$ cat src/rtl/ls_pkg.sv
package ls_pkg;
  localparam int ADDR_W = 4;
  localparam int DATA_W = 8;
  localparam int RES_W  = 16;

  localparam int ADR_CMD  = 0;
  localparam int ADR_CTRL = 1;
  localparam int ADR_TLO  = 2;
  localparam int ADR_SYNC = 8;
  localparam int ADR_CLR  = 9;

  typedef enum logic [1:0] {
    CH_D1   = 2'b00,
    CH_D2   = 2'b01,
    CH_DIFF = 2'b10,
    CH_NOP  = 2'b11
  } chan_e;

  typedef struct packed {
    logic       en;
    logic       pd;
    logic       ext;
    logic       rsv;
    chan_e      chan;
    logic [1:0] wcode;
  } cmd_t;

  function automatic int unsigned width_bits(input logic [1:0] c);
    case (c)
      2'b00:   return 16;
      2'b01:   return 12;
      2'b10:   return 8;
      default: return 4;
    endcase
  endfunction

  // 2^n - 1: both the saturation ceiling and the last counter value of a window
  function automatic logic [RES_W-1:0] count_max(input logic [1:0] c);
    logic [RES_W:0] full;
    full = ({{RES_W{1'b0}}, 1'b1} << width_bits(c)) - 1'b1;
    return full[RES_W-1:0];
  endfunction

  function automatic logic [RES_W-1:0] sat_inc(input logic [RES_W-1:0] acc,
                                               input logic pulse,
                                               input logic [1:0] c);
    if (pulse && (acc < count_max(c))) return acc + 1'b1;
    return acc;
  endfunction

  function automatic logic [RES_W-1:0] diff_clamp(input logic [RES_W-1:0] a,
                                                  input logic [RES_W-1:0] b,
                                                  input logic [1:0] c);
    logic signed [RES_W+1:0] d;
    logic signed [RES_W+1:0] lim;
    d   = $signed({2'b00, a}) - $signed({2'b00, b});
    lim = $signed({2'b00, count_max(c)} >> 1);
    if (d > lim) d = lim;
    else if (d < -lim) d = -lim;
    return d[RES_W-1:0];
  endfunction

  function automatic logic out_of_band(input logic [RES_W-1:0] v,
                                       input logic [RES_W-1:0] lo,
                                       input logic [RES_W-1:0] hi,
                                       input logic sgn);
    if (sgn) return ($signed(v) < $signed(lo)) || ($signed(v) > $signed(hi));
    return (v < lo) || (v > hi);
  endfunction
endpackage

$ cat src/rtl/ls_regs.sv
module ls_regs
  import ls_pkg::*;
#(
  parameter int AW = ADDR_W,
  parameter int DW = DATA_W,
  parameter int TW = RES_W
) (
  input  logic          clk,
  input  logic          rst_n,
  input  logic          wr_en,
  input  logic [AW-1:0] wr_addr,
  input  logic [DW-1:0] wr_data,
  output cmd_t          cmd,
  output logic [1:0]    gain,
  output logic [TW-1:0] thr_lo,
  output logic [TW-1:0] thr_hi,
  output logic          cmd_wr,
  output logic          sync_stb,
  output logic          clr_stb
);
  localparam int NB      = TW / DW;
  localparam int ADR_THI = ADR_TLO + NB;

  assign cmd_wr   = wr_en && (wr_addr == AW'(ADR_CMD));
  assign sync_stb = wr_en && (wr_addr == AW'(ADR_SYNC)) && wr_data[0];
  assign clr_stb  = wr_en && (((wr_addr == AW'(ADR_CTRL)) && !wr_data[5]) ||
                              ((wr_addr == AW'(ADR_CLR)) && wr_data[0]));

  always_ff @(posedge clk) begin
    if (!rst_n) begin
      cmd    <= '0;
      gain   <= '0;
      thr_lo <= '0;
      thr_hi <= '1;
    end else if (wr_en) begin
      if (wr_addr == AW'(ADR_CMD))
        cmd <= cmd_t'({wr_data[7:5], 1'b0, wr_data[3:0]});
      if (wr_addr == AW'(ADR_CTRL))
        gain <= wr_data[3:2];
      for (int k = 0; k < NB; k++) begin
        if (wr_addr == AW'(ADR_TLO + k)) thr_lo[k*DW +: DW] <= wr_data;
        if (wr_addr == AW'(ADR_THI + k)) thr_hi[k*DW +: DW] <= wr_data;
      end
    end
  end
endmodule

$ cat src/rtl/ls_window.sv
module ls_window
  import ls_pkg::*;
#(
  parameter int CW = RES_W
) (
  input  logic       clk,
  input  logic       rst_n,
  input  logic       run,
  input  logic       restart,
  input  logic       ext_mode,
  input  logic       diff_mode,
  input  logic [1:0] wcode,
  input  logic       sync_stb,
  output logic       integrating,
  output logic       pass_end,
  output logic       phase,
  output logic       conv_done
);
  logic [CW-1:0] cnt;
  logic          started;
  logic          live;

  assign live        = run && !restart;
  assign integrating = live && (ext_mode ? started : 1'b1);
  assign pass_end    = integrating &&
                       (ext_mode ? sync_stb : (cnt == CW'(count_max(wcode))));
  assign conv_done   = pass_end && (!diff_mode || phase);

  always_ff @(posedge clk) begin
    if (!rst_n) begin
      cnt     <= '0;
      phase   <= 1'b0;
      started <= 1'b0;
    end else if (!live) begin
      cnt     <= '0;
      phase   <= 1'b0;
      started <= 1'b0;
    end else begin
      if (ext_mode && sync_stb) started <= 1'b1;
      if (pass_end) begin
        cnt   <= '0;
        phase <= diff_mode ? !phase : 1'b0;
      end else if (integrating && !ext_mode) begin
        cnt <= cnt + 1'b1;
      end
    end
  end


  pass_gate_chk: assert property (@(posedge clk) disable iff (!rst_n)
    pass_end |-> run);

  start_src_chk: assert property (@(posedge clk) disable iff (!rst_n)
    $rose(started) |-> $past(ext_mode && sync_stb));

  cnt_step_chk: assert property (@(posedge clk) disable iff (!rst_n)
    (!ext_mode && integrating && !pass_end) |=> (cnt == CW'($past(cnt) + 1'b1)));

  phase_mode_chk: assert property (@(posedge clk) disable iff (!rst_n)
    phase |-> diff_mode);
endmodule

$ cat src/rtl/ls_accum.sv
module ls_accum
  import ls_pkg::*;
#(
  parameter int W = RES_W
) (
  input  logic         clk,
  input  logic         rst_n,
  input  logic         integrating,
  input  logic         pass_end,
  input  logic         phase,
  input  chan_e        chan,
  input  logic [1:0]   wcode,
  input  logic         d1,
  input  logic         d2,
  output logic [W-1:0] conv_val
);
  logic [W-1:0] acc;
  logic [W-1:0] first;
  logic [W-1:0] acc_sum;
  logic         take_d2;
  logic         pulse;

  assign take_d2  = (chan == CH_D2) || ((chan == CH_DIFF) && phase);
  assign pulse    = take_d2 ? d2 : d1;
  assign acc_sum  = sat_inc(acc, pulse, wcode);
  assign conv_val = (chan == CH_DIFF) ? diff_clamp(first, acc_sum, wcode) : acc_sum;

  always_ff @(posedge clk) begin
    if (!rst_n) begin
      acc   <= '0;
      first <= '0;
    end else if (!integrating) begin
      acc   <= '0;
      first <= '0;
    end else if (pass_end) begin
      acc <= '0;
      if ((chan == CH_DIFF) && !phase) first <= acc_sum;
    end else begin
      acc <= acc_sum;
    end
  end


  acc_bound_chk: assert property (@(posedge clk) disable iff (!rst_n)
    acc <= count_max(wcode));
endmodule

$ cat src/rtl/ls_conv_seq.sv
module ls_conv_seq
  import ls_pkg::*;
(
  input  logic              clk,
  input  logic              rst_n,
  input  logic              wr_en,
  input  logic [ADDR_W-1:0] wr_addr,
  input  logic [DATA_W-1:0] wr_data,
  input  logic [ADDR_W-1:0] rd_addr,
  output logic [DATA_W-1:0] rd_data,
  input  logic              diode1_pulse,
  input  logic              diode2_pulse,
  output logic [RES_W-1:0]  result_o,
  output logic              done_o,
  output logic              irq_o
);
  localparam int NB      = RES_W / DATA_W;
  localparam int ADR_THI = ADR_TLO + NB;
  localparam int ADR_RES = ADR_THI + NB;

  cmd_t             cmd;
  logic [1:0]       gain;
  logic [RES_W-1:0] thr_lo, thr_hi;
  logic             cmd_wr, sync_stb, clr_stb;
  logic             run, integrating, pass_end, phase, conv_done;
  logic [RES_W-1:0] conv_val;
  logic             set_req;
  logic             flag;

  ls_regs #(.AW(ADDR_W), .DW(DATA_W), .TW(RES_W)) u_regs (
    .clk(clk), .rst_n(rst_n), .wr_en(wr_en), .wr_addr(wr_addr), .wr_data(wr_data),
    .cmd(cmd), .gain(gain), .thr_lo(thr_lo), .thr_hi(thr_hi),
    .cmd_wr(cmd_wr), .sync_stb(sync_stb), .clr_stb(clr_stb)
  );

  assign run = cmd.en && !cmd.pd && (cmd.chan != CH_NOP);

  ls_window #(.CW(RES_W)) u_win (
    .clk(clk), .rst_n(rst_n), .run(run), .restart(cmd_wr), .ext_mode(cmd.ext),
    .diff_mode(cmd.chan == CH_DIFF), .wcode(cmd.wcode), .sync_stb(sync_stb),
    .integrating(integrating), .pass_end(pass_end), .phase(phase), .conv_done(conv_done)
  );

  ls_accum #(.W(RES_W)) u_acc (
    .clk(clk), .rst_n(rst_n), .integrating(integrating), .pass_end(pass_end),
    .phase(phase), .chan(cmd.chan), .wcode(cmd.wcode),
    .d1(diode1_pulse), .d2(diode2_pulse), .conv_val(conv_val)
  );

  assign set_req = conv_done && out_of_band(conv_val, thr_lo, thr_hi, cmd.chan == CH_DIFF);
  assign irq_o   = flag;

  always_ff @(posedge clk) begin
    if (!rst_n) begin
      result_o <= '0;
      done_o   <= 1'b0;
      flag     <= 1'b0;
    end else begin
      done_o <= conv_done;
      if (conv_done) result_o <= conv_val;
      if (set_req) flag <= 1'b1;
      else if (clr_stb) flag <= 1'b0;
    end
  end

  always_comb begin
    rd_data = '0;
    if (rd_addr == ADDR_W'(ADR_CMD)) rd_data = cmd;
    if (rd_addr == ADDR_W'(ADR_CTRL)) rd_data = {2'b00, flag, 1'b0, gain, 2'b00};
    for (int k = 0; k < NB; k++) begin
      if (rd_addr == ADDR_W'(ADR_TLO + k)) rd_data = thr_lo[k*DATA_W +: DATA_W];
      if (rd_addr == ADDR_W'(ADR_THI + k)) rd_data = thr_hi[k*DATA_W +: DATA_W];
      if (rd_addr == ADDR_W'(ADR_RES + k)) rd_data = result_o[k*DATA_W +: DATA_W];
    end
  end


  flag_clear_chk: assert property (@(posedge clk) disable iff (!rst_n)
    (clr_stb && !set_req) |=> !irq_o);

  flag_rise_chk: assert property (@(posedge clk) disable iff (!rst_n)
    $rose(irq_o) |-> done_o);

  result_hold_chk: assert property (@(posedge clk) disable iff (!rst_n)
    !done_o |-> $stable(result_o));

  off_quiet_chk: assert property (@(posedge clk) disable iff (!rst_n)
    !run |=> !done_o);
endmodule

$ cat config.mk
export PLATFORM = sky130hd
export DESIGN_NAME = ls_conv_seq
export DESIGN_NICKNAME = d
export VERILOG_FILES = /design/src/rtl/ls_pkg.sv /design/src/rtl/ls_regs.sv /design/src/rtl/ls_window.sv /design/src/rtl/ls_accum.sv /design/src/rtl/ls_conv_seq.sv
export SDC_FILE = /design/constraint.sdc
export NUM_CORES = 1
export LEC_CHECK = 0
export ABC_AREA = 1
export BUFFER_PORTS_ARGS = -buffer_cell sky130_fd_sc_hd__buf_2
export CAP_MARGIN = 20
export CORE_MARGIN = 2
export CORE_UTILIZATION = 40
export DETAILED_ROUTE_END_ITERATION = 8
export SLEW_MARGIN = 20
export SYNTH_ARGS = -nofsm -noshare
export SYNTH_HDL_FRONTEND = slang
export SYNTH_HIERARCHICAL = 1
export SYNTH_SLANG_ARGS = --single-unit
export TNS_END_PERCENT = 10
$ cat constraint.sdc
create_clock -name clk -period 16.3 [get_ports clk]
set_clock_uncertainty 0.15 [all_clocks]
set_input_delay 3.26 -clock clk [delete_from_list [all_inputs] [get_ports clk]]
set_output_delay 3.26 -clock clk [all_outputs]
set_load 0.01 [all_outputs]
==> results by group <==
Run status
  – Status: complete, no violations

Drt
  – Iteration-0 DRC Markers: roughly 670
  – DR pass1 iterations: 5
  – Routed wire length: 25.9 mm
  – Met2 WL: about 12 mm
  – Vias per cell: 5.11
  – DRC viols: 0
  – DRT met1 WL: about 12 mm
  – Highest routed layer: met4
  – Length of routed met3 wiring: 1.06 mm
  – Routed length per placed instance: between 15 and 20 um
  – Detail Route Antenna Nets: 0
  – DR vias: approximately 8600

Setup path
  – Worst path bufs/invs: 8
  – Startpoint types: primary input
  – Arr. time, crit path: roughly 9300 ps
  – Crit path max-delay family: simple AND/OR/NAND/NOR gates
  – Critical Path RT: approximately 16000 ps
  – Worst path most repeated cell: nand2_1
  – CP max-delay cell: xnor2_1
  – CP Max Fanout: 15
  – Critical Path Max Stage Delay: between 400 and 500 ps
  – Crit. End Element: register
  – Crit Path Class: in -> reg

Power
  – Power Density: roughly 62 nW/um2
  – Sw Ratio: a little under a third
  – Sequential share of power: 45.7%
  – Clock network power share: 37.9%
  – Pint: roughly 0.4 mW
  – Power share of the combinational group: roughly 16%
  – Worst vdd ir: between 40 and 50 uV
  – Leak Pwr: between 4 and 5 nW
  – Net Sw Power: about 0.18 mW

Run
  – Number of max-cap violations: 0

STA
  – Max-slew violations: 0
  – TNS Setup: 0 ps
  – RSZ-0062 raised after global routing: no
  – Slew @ Worst Pin: roughly 750 ps
  – Max_slew headroom: approximately 50%
  – Achievable Freq: ~110 MHz
  – Hold Vio Cnt, Final: 0
  – Finish-stage setup viols: 0
  – Hold slack: 320 ps
  – Final min period: just over 9000 ps
  – Period utilization: a little under three fifths

GRT
  – Global-route wire length before repair: just over 40 mm
  – Vias in the first global route: approximately 7800
  – Gr ovfl total: 0
  – GRT Overall Usage: 22.2%
  – Largest net degree at the start of global routing: 62
  – Antenna violations before repair: 0

CTS
  – Clock root cell: clkbuf_16
  – Post-cts resize count: 0
  – TritonCTS sink count: 109
  – CTS tree: yes
  – Clock Latency Late Sink: 370 ps
  – Num CTS Buffers: 9
  – Htree depth: 3
  – Worst-path clk slew: ~90 ps
  – Post CTS Setup Buffer Count: 0
  – CTS max path bufs: 2
  – Hold Buf Count CTS: 0

Synthesis
  – Post-synthesis cell count: approximately 1400
  – #FFs+latches synth: around 110
  – Synthesized area per cell: around 6.5 um2
  – Fraction of registers with async set/reset: 0%
  – Ys Warns: 6
  – EDFF count, synth: 0
  – Cell area after synthesis: ~8800 um2
  – Dominant synthesized flop cell: dfxtp_1
  – Fraction of the yosys area taken by sequential cells: 24.8%
  – Synth unique cells: 56

Worst hold path
  – Hold Path Class: reg -> reg

Finish
  – Multi-input gate area: approximately 5700 um2
  – ANT cells: 0
  – Commonest cells after routing, fill and taps aside: 336 x nand2_1, 183 x inv_1, 180 x nor2_1
  – Register area: 2180 um2
  – Area grow syn2layout: 8.67%
  – Filler-free cell count of the finished design: 1675
  – FILL cells: 2333
  – Ratio of cells with drive above 1 in the final layout: 10.2%
  – Commonest non-fill, non-tap cell in the layout: nand2_1
  – NumNets Final: roughly 1500

Placement
  – Detail Placement HPWL: ~21 mm
  – Gpl congestion: ~0.9
  – DP Cell Count: between 1500 and 2000
  – Port bufs: between 40 and 50

Floorplan
  – Die span in x: around 150 um
  – Full die area: about 23000 um2
  – FP Rows: 54
  – Chip height: between 150 and 200 um
  – Initial Utilization: between 40% and 50%
  – IO Pins: 47
  – CORE AREA: 21700 um2
[cells by family (layout without fill, tap and decap cells)]
logic type,Yosys count,in the layout,share of synthesized area (%)
other cells,3,8,0.128
compound gates,145,145,10.1
simple gates,723,723,36.2
buf+inv,237,272,10.7
mux,3,3,0.356
xor+xnor,38,38,3.87
flops,109,109,24.8
fa+ha+maj,97,97,13.9
[state kept, by name (all words and copies together) (netlist names)]
register       flops
u_acc/acc         16
u_regs/gain        2
u_win/cnt         16
u_acc/first       16
u_regs/cmd         7
u_win/phase        1
u_regs/thr_lo     16
irq_o              1
done_o             1
u_win/started      1
u_regs/thr_hi     16
result_o          16
[final cells by class]
| class | count | share of cell area, % |
|---|---|---|
| repair buffers | 50 | 2.72 |
| inverters | 206 | 8.11 |
| clock inverters | 6 | 0.655 |
| multi-input cells | 1014 | 59.6 |
| clock buffers | 10 | 2.40 |
| flip-flops and latches | 109 | 22.8 |
| well taps | 280 | 3.67 |
[worst paths after layout]
kind | from | endpoint | slack, ps | cells past startpoint
max | diode2_pulse | irq_o$_SDFFE_PN0P_ | 7160 | 40
min | u_regs/thr_hi[7]$_SDFFE_PN1P_ | u_regs/thr_hi[7]$_SDFFE_PN1P_ | 320 | 2
min reg2reg | u_regs/thr_hi[7]$_SDFFE_PN1P_ | u_regs/thr_hi[7]$_SDFFE_PN1P_ | 320 | 2
max reg2reg | u_regs/cmd[0]$_SDFFE_PN0P_ | irq_o$_SDFFE_PN0P_ | 8130 | 45
[Yosys cell counts (8+ instances only)]
master    number  share of area, %
nand2_1      336                14
dfxtp_1      109                25
clkbuf_1      14              0.60
nor2_1       180               7.7
xor2_1        25               2.5
nor2_2        13              0.93
nand4_1       34               2.4
o21ai_0       24               1.4
nor3_1        13              0.74
buf_2          8              0.46
inv_1        183               7.8
a21oi_1       64               3.6
ha_1          96                14
nand2_2       18               1.3
inv_2         19              0.81
xnor2_1       12               1.2
nand3_1      104               5.9
o211ai_1      16               1.4
[per-stage QoR]
stage               instance area (um2)  util (%)  power, mW  setup slack, ps
finish                             9550      44.0      0.592             7160
global route                       9550      44.0      0.621             6750
CTS                                9550      44.0      0.597             7320
detailed placement                 9260      42.7      0.372             6940
global placement                   9260      42.7      0.373             6940
floorplan                          8810         -      0.348             8260
[worst register-to-register path: cells and delay by family, from the launching register on]
family	cells	cell delay, ps
adder cells (fa/ha/maj)	5	1600
AO/OA/AOI/OAI	9	1540
flip-flops	1	640
XOR/XNOR	1	430
buffers and inverters	8	1060
AND/OR/NAND/NOR	22	2700
[layer usage]
metal / global-route usage, % / up-vias
li1: - / 4414
met1: 29.7 / 3909
met2: 36.6 / 209
met3: 3.16 / 30
met4: 7.48 / 0
met5: 0 / -
[power by group through the flow]
stage	Combinational, mW	Clock, mW	Sequential, mW
floorplan	0.0726	0	0.276
global placement	0.0957	0	0.277
detailed placement	0.0954	0	0.277
CTS	0.0961	0.231	0.271
global route	0.110	0.240	0.271
finish	0.0972	0.224	0.271
No activity file was read; power rests on OpenSTA's default activity.
